==> config.mk <==
export PLATFORM = sky130hd
export DESIGN_NAME = cfifo_slice
export DESIGN_NICKNAME = d
export VERILOG_FILES = /design/src/rtl/cfifo_pkg.sv /design/src/rtl/cfifo_ptr.sv /design/src/rtl/cfifo_token.sv /design/src/rtl/cfifo_store.sv /design/src/rtl/cfifo_count.sv /design/src/rtl/cfifo_slice.sv
export SDC_FILE = /design/constraint.sdc
export NUM_CORES = 1
export LEC_CHECK = 0
export ABC_AREA = 0
export BUFFER_PORTS_ARGS = -buffer_cell sky130_fd_sc_hd__buf_2
export CAP_MARGIN = 0
export CORE_ASPECT_RATIO = 0.9
export CORE_MARGIN = 2
export CORE_UTILIZATION = 53
export DETAILED_ROUTE_END_ITERATION = 10
export PLACE_DENSITY = 0.75
export SYNTH_ARGS = -nofsm -noshare
export SYNTH_HDL_FRONTEND = slang
export SYNTH_SLANG_ARGS = --single-unit
==> constraint.sdc <==
create_clock -name clk -period 2.4 [get_ports clk]
set_input_delay 0 -clock clk [delete_from_list [all_inputs] [get_ports clk]]
set_output_delay 0 -clock clk [all_outputs]
set_load 0.01 [all_outputs]
==> src/rtl/cfifo_pkg.sv <==
package cfifo_pkg;
   typedef enum logic {
      TOK_WR = 1'b0,
      TOK_RD = 1'b1
   } tok_e;
endpackage

==> src/rtl/cfifo_ptr.sv <==
module cfifo_ptr #(
   parameter int DEPTH = 8,
   localparam int AW = $clog2(DEPTH)
) (
   input  logic          clk,
   input  logic          rst_n,
   input  logic          adv,
   input  logic          clr,
   output logic [AW-1:0] ptr,
   output logic          at_last
);
   localparam logic [AW-1:0] LAST = AW'(DEPTH - 1);

   assign at_last = (ptr == LAST);

   always_ff @(posedge clk or negedge rst_n) begin
      if (!rst_n)      ptr <= '0;
      else if (clr)    ptr <= '0;
      else if (adv)    ptr <= at_last ? '0 : ptr + AW'(1);
   end
endmodule

==> src/rtl/cfifo_token.sv <==
module cfifo_token
   import cfifo_pkg::*;
#(
   parameter bit   CHAINED = 1'b0,
   parameter tok_e KIND    = TOK_WR
) (
   input  logic clk,
   input  logic rst_n,
   input  logic first_ld_n,
   input  logic xin,
   input  logic xin_rd,
   input  logic give_up,
   output logic hold
);
   generate
      if (CHAINED) begin : g_ring
         logic take;
         assign take = xin && (xin_rd == logic'(KIND));
         always_ff @(posedge clk or negedge rst_n) begin
            if (!rst_n) hold <= ~first_ld_n;
            else        hold <= take | (hold & ~give_up);
         end
      end else begin : g_alone
         logic unused_tok;
         assign unused_tok = clk ^ rst_n ^ first_ld_n ^ xin ^ xin_rd ^ give_up;
         assign hold = 1'b1;
      end
   endgenerate
endmodule

==> src/rtl/cfifo_store.sv <==
module cfifo_store #(
   parameter int WIDTH = 9,
   parameter int DEPTH = 8,
   localparam int AW = $clog2(DEPTH)
) (
   input  logic             clk,
   input  logic             rst_n,
   input  logic             we,
   input  logic [AW-1:0]    waddr,
   input  logic [WIDTH-1:0] wdata,
   input  logic             re,
   input  logic [AW-1:0]    raddr,
   output logic [WIDTH-1:0] rdata,
   output logic             rvld
);
   logic [WIDTH-1:0] mem [DEPTH];

   always_ff @(posedge clk) begin
      if (we) mem[waddr] <= wdata;
   end

   always_ff @(posedge clk or negedge rst_n) begin
      if (!rst_n) begin
         rdata <= '0;
         rvld  <= 1'b0;
      end else begin
         rvld <= re;
         if (re) rdata <= mem[raddr];
      end
   end
endmodule

==> src/rtl/cfifo_count.sv <==
module cfifo_count #(
   parameter int DEPTH   = 8,
   parameter bit CHAINED = 1'b0,
   localparam int CW = $clog2(DEPTH) + 1
) (
   input  logic          clk,
   input  logic          rst_n,
   input  logic          inc,
   input  logic          dec,
   input  logic          load,
   input  logic [CW-1:0] load_val,
   output logic          is_empty,
   output logic          is_full,
   output logic          empty_n,
   output logic          full_n,
   output logic          half_n
);
   localparam logic [CW-1:0] FULL_CNT = CW'(DEPTH);
   localparam logic [CW-1:0] HALF_CNT = CW'(DEPTH / 2);

   logic [CW-1:0] cnt;

   always_ff @(posedge clk or negedge rst_n) begin
      if (!rst_n)              cnt <= '0;
      else if (load)           cnt <= load_val;
      else if (inc && !dec)    cnt <= cnt + CW'(1);
      else if (dec && !inc)    cnt <= cnt - CW'(1);
   end

   assign is_empty = (cnt == '0);
   assign is_full  = (cnt == FULL_CNT);
   assign empty_n  = ~is_empty;
   assign full_n   = ~is_full;

   generate
      if (CHAINED) begin : g_half_off
         assign half_n = 1'b1;
      end else begin : g_half_on
         assign half_n = ~(cnt > HALF_CNT);
      end
   endgenerate
endmodule

==> src/rtl/cfifo_slice.sv <==
module cfifo_slice
   import cfifo_pkg::*;
#(
   parameter int WIDTH   = 9,
   parameter int DEPTH   = 8,
   parameter bit CHAINED = 1'b0,
   localparam int AW = $clog2(DEPTH),
   localparam int CW = AW + 1
) (
   input  logic             clk,
   input  logic             rst_n,
   input  logic             wr_n,
   input  logic             rd_n,
   input  logic [WIDTH-1:0] din,
   output logic [WIDTH-1:0] dout,
   output logic             dout_vld,
   input  logic             rt_n,
   input  logic             first_ld_n,
   input  logic             xin,
   input  logic             xin_rd,
   output logic             xout,
   output logic             xout_rd,
   output logic             empty_n,
   output logic             full_n,
   output logic             half_n
);
   generate
      if (DEPTH < 4 || (DEPTH & (DEPTH - 1)) != 0) begin : g_bad_depth
         $error("cfifo_slice: DEPTH must be a power of two, at least 4");
      end
      if (WIDTH < 1) begin : g_bad_width
         $error("cfifo_slice: WIDTH must be at least 1");
      end
   endgenerate

   logic          w_hold, r_hold;
   logic          is_empty, is_full;
   logic          rew;
   logic          wr_fire, rd_fire;
   logic [AW-1:0] wptr, rptr;
   logic          w_last, r_last;
   logic          w_wrap, r_wrap;
   logic [CW-1:0] rew_cnt;

   generate
      if (CHAINED) begin : g_rew_off
         logic unused_rt;
         assign unused_rt = rt_n;
         assign rew = 1'b0;
      end else begin : g_rew_on
         assign rew = ~rt_n;
      end
   endgenerate

   assign wr_fire = ~wr_n & w_hold & ~is_full  & ~rew;
   assign rd_fire = ~rd_n & r_hold & ~is_empty & ~rew;
   assign w_wrap  = wr_fire & w_last;
   assign r_wrap  = rd_fire & r_last;
   assign rew_cnt = is_full ? CW'(DEPTH) : {1'b0, wptr};

   generate
      if (CHAINED) begin : g_xout_on
         assign xout    = w_wrap | r_wrap;
         assign xout_rd = r_wrap;
      end else begin : g_xout_off
         assign xout    = 1'b0;
         assign xout_rd = 1'b0;
      end
   endgenerate

   cfifo_ptr #(.DEPTH(DEPTH)) u_wptr (
      .clk(clk), .rst_n(rst_n), .adv(wr_fire), .clr(1'b0),
      .ptr(wptr), .at_last(w_last)
   );

   cfifo_ptr #(.DEPTH(DEPTH)) u_rptr (
      .clk(clk), .rst_n(rst_n), .adv(rd_fire), .clr(rew),
      .ptr(rptr), .at_last(r_last)
   );

   cfifo_token #(.CHAINED(CHAINED), .KIND(TOK_WR)) u_wtok (
      .clk(clk), .rst_n(rst_n), .first_ld_n(first_ld_n),
      .xin(xin), .xin_rd(xin_rd), .give_up(w_wrap), .hold(w_hold)
   );

   cfifo_token #(.CHAINED(CHAINED), .KIND(TOK_RD)) u_rtok (
      .clk(clk), .rst_n(rst_n), .first_ld_n(first_ld_n),
      .xin(xin), .xin_rd(xin_rd), .give_up(r_wrap), .hold(r_hold)
   );

   cfifo_store #(.WIDTH(WIDTH), .DEPTH(DEPTH)) u_store (
      .clk(clk), .rst_n(rst_n),
      .we(wr_fire), .waddr(wptr), .wdata(din),
      .re(rd_fire), .raddr(rptr), .rdata(dout), .rvld(dout_vld)
   );

   cfifo_count #(.DEPTH(DEPTH), .CHAINED(CHAINED)) u_count (
      .clk(clk), .rst_n(rst_n),
      .inc(wr_fire), .dec(rd_fire), .load(rew), .load_val(rew_cnt),
      .is_empty(is_empty), .is_full(is_full),
      .empty_n(empty_n), .full_n(full_n), .half_n(half_n)
   );
endmodule

==> results.md <==
- Status: completed
- Initial Util: 55.1%
- Synth Instances: 224
- Initial antenna violation count: 0
- Sequential Power Share: 48.5%
- Final-report max-slew violation count: 0
- Worst setup SP type: flop
- Main synth FF type: edfxtp_1
- Kind of critical path: reg2reg
- Total track usage: 19.3%
- Asr flop ratio synth: 21.7%
- Total grt overflow: 0
- Mux cell area share after synthesis: 13.8%
- CTS Sinks: 92
- Synthesized area per cell: 17.5 sq um
- Hold Violations, Final: 0
- Pint: 0.00306 W
- CTS tree: done
- Worst slew pin tran: 0.977 ns
- Worst EP arrival: 2.51 ns
- EDFF count, synth: 72
- IO Count: 32
- P&R area growth vs syn: 15.0%
- Longest Clk Path Bufs: 2
- Fillers: 545
- Largest family of logic cells by synthesized area: multiplexers
- Sw Share: 31.0%
- Complex-gate fraction of the synthesized area: 4.41%
- Synth Area in Adders: 2.11%
- Worst relative slew slack: 34.6%
- Clock skew: 0.0104 ns
- Fin area: 0.00451 sq mm
- Minimum clock period after layout: 2.28 ns
- Setup crit end kind: flop
- Crit-path max FO: 8
- Num rows: 29
- Worst vdd ir: 0.519 mV
- Core Footprint: 0.00711 sq mm
- Setup TNS: 0 ns
- Power density over cell area: 983 mW/mm^2
- PortBufs: 26
- Sw Pwr: 0.00137 W
- Fmax: 438 MHz
- Clock root buffer: clkbuf_8
- HPWL Detailed: 4.47 mm
- Vias per cell: 5.58
- Part of the power in the clock network: 23.0%
- Routed via count: 2086
- Largest net degree at the start of global routing: 21
- Reg area: 0.00266 sq mm
- DRT Pass-1 Iters: 4
- Period utilization: 95.1%
- Leakage: 1.58 nW
- Gpl congestion: 0.850
- Fin worst setup slack: 0.118 ns
- TritonCTS Buffers: 9
- Final-stage net count: 299
- Post-place setup slack: 0.0399 ns
- Die area: 0.00809 sq mm
- CTS H-Tree Depth: 3
- Cell Area, Synth: 0.00392 sq mm
- Initial drt markers: 162
- XOR/XNOR Fraction of Synth Area: 0.671%
- Most frequent cells in the layout: edfxtp_1 (72), buf_2 (26), dfrtp_1 (19)
- Hold/Removal Path Class: in2reg
- Antenna Nets Post-Route: 0
- Routed len/inst: 18.6 um
- Commonest non-fill, non-tap cell in the layout: edfxtp_1
- Ant. Diodes: 0
- DP Area: 0.00420 sq mm
- Final Core Density: 63.4%
- Simple-Gate Fraction of Synth Area: 8.66%
- Combinational share of power: 28.5%
- Required @ worst endpoint: 2.63 ns
- Post-synthesis sequential area ratio: 68.0%
- Global-route wire length before repair: 11.2 mm
- Worst skew pair latency: 0.36 ns
- Number of synthesized register bits: 92
- Vias in the first global route: 2083
- Chip width: 94.6 um
- Die Y: 85.6 um
- Post-Route WL: 6.94 mm
- Synth Warn #: 0
- Area of the multi-input gates: 0.00117 sq mm
- Maxcap violations: 0
- Netlist cell types: 46
- Unrepaired setup endpoints after global routing: yes
- # setup viols final: 0
- Share of cells above drive strength 1: 29.5%
- Worst-path clk slew: 0.09 ns
- DRC Markers: 0
[cell families (layout without fill, tap and decap cells)]
kind of cell / after synthesis / in the layout
fa+ha+maj: 6 / 6
flops: 92 / 92
mux: 29 / 29
xor+xnor: 3 / 3
simple gates: 55 / 55
other cells: 1 / 2
compound gates: 24 / 24
buf+inv: 14 / 70
[power by group through the flow]
stage | registers, W | logic, W | clock network (W)
4_1_cts | 0.00215 | 0.00127 | 0.00104
6_report | 0.00215 | 0.00126 | 0.00102
5_1_grt | 0.00218 | 0.00139 | 0.00111
3_5_place_dp | 0.00218 | 0.00124 | 0
3_3_place_gp | 0.00217 | 0.00122 | 0
2_1_floorplan | 0.00218 | 0.000844 | 0
[path summary, 6_finish.rpt]
check                                        startpoint                           end  slack, ns  cells past startpoint
min in group asynchronous                         rst_n     u_wptr.ptr[0]$_DFFE_PN0P_       0.13                      2
max reg2reg                  u_count.cnt[3]$_DFFE_PN0P_    u_count.cnt[3]$_DFFE_PN0P_       0.12                      8
min                                                wr_n    u_count.cnt[3]$_DFFE_PN0P_       0.02                      3
max in group asynchronous                         rst_n    u_count.cnt[3]$_DFFE_PN0P_       1.92                      2
max                          u_count.cnt[3]$_DFFE_PN0P_    u_count.cnt[3]$_DFFE_PN0P_       0.12                      8
min reg2reg                u_store.rdata[2]$_DFFE_PN0P_  u_store.rdata[2]$_DFFE_PN0P_       0.53                      2
[worst max-delay path, stage by stage (launching register included)]
cell and delay, ns:
dfrtp_2 0.48, nor4b_4 0.17, nor3b_2 0.27, o21ai_1 0.20, ha_1 0.38, a21oi_1 0.09
and2_1 0.18, a311oi_1 0.27, a31oi_1 0.11
[synth_stat cells, types with 2 or more instances]
library cell,count,area [sq um]
buf_6,3,33.8
nor2_1,18,67.6
o21a_1,2,15.0
o21ai_0,3,15.0
mux4_2,12,270
mux2i_1,9,90.1
buf_4,3,22.5
nand3b_1,4,30.0
mux4_1,6,158
o211ai_2,2,25.0
nand4b_1,2,17.5
mux2_2,2,22.5
xor2_1,3,26.3
clkbuf_1,2,7.51
edfxtp_1,72,2160
nand2b_1,2,12.5
a21oi_1,10,50.1
nand2_1,9,33.8
dfrtp_1,20,500
nand4_1,2,12.5
nor3_1,5,25.0
ha_1,5,62.6
inv_1,3,11.3
and2_1,3,18.8
[per-layer routing]
layer | share of wire, % | wire length, um | global-route usage [%] | vias to the layer above
met5 | 0 | 0 | 0 | -
met1 | 45 | 3100 | 27.2 | 1063
li1 | - | - | - | 978
met4 | 0.91 | 63 | 4.35 | 0
met3 | 4.0 | 278 | 6.06 | 5
met2 | 50 | 3500 | 30.2 | 40
[registers in the layout, summed over array words and instances, names as in the netlist]
| name | count |
|---|---|
| u_rptr.ptr | 3 |
| u_store.mem | 72 |
| u_store.rvld | 1 |
| u_wptr.ptr | 3 |
| u_store.rdata | 9 |
| u_count.cnt | 4 |
[area by class of cell]
cell class	count	share of cell area, %
Clock buffer	9	2.75
Tap cell	93	2.58
Clock inverter	7	1.61
Timing Repair Buffer	51	7.61
Sequential cell	92	59.1
Multi-Input combinational cell	119	26.1
Inverter	3	0.250
[metrics by stage]
stage	power [W]	hold WS, ns	instances
floorplan	0.00302	-0.296	225
global placement	0.00339	-0.0116	347
detailed placement	0.00343	-0.0119	347
CTS	0.00446	0.000840	373
global route	0.00468	0.00984	374
finish	0.00443	0.0197	374
[timing repair]
| action | 4_1_cts | 5_1_grt |
|---|---|---|
| endpoints found under the setup margin | 0 | 13 |
| setup buffers | 0 | 1 |
| resized for setup | 0 | 2 |
| hold endpoints to repair | 92 | 0 |
| hold buffers | 10 | 0 |
Power figures use the tool's default switching activity.
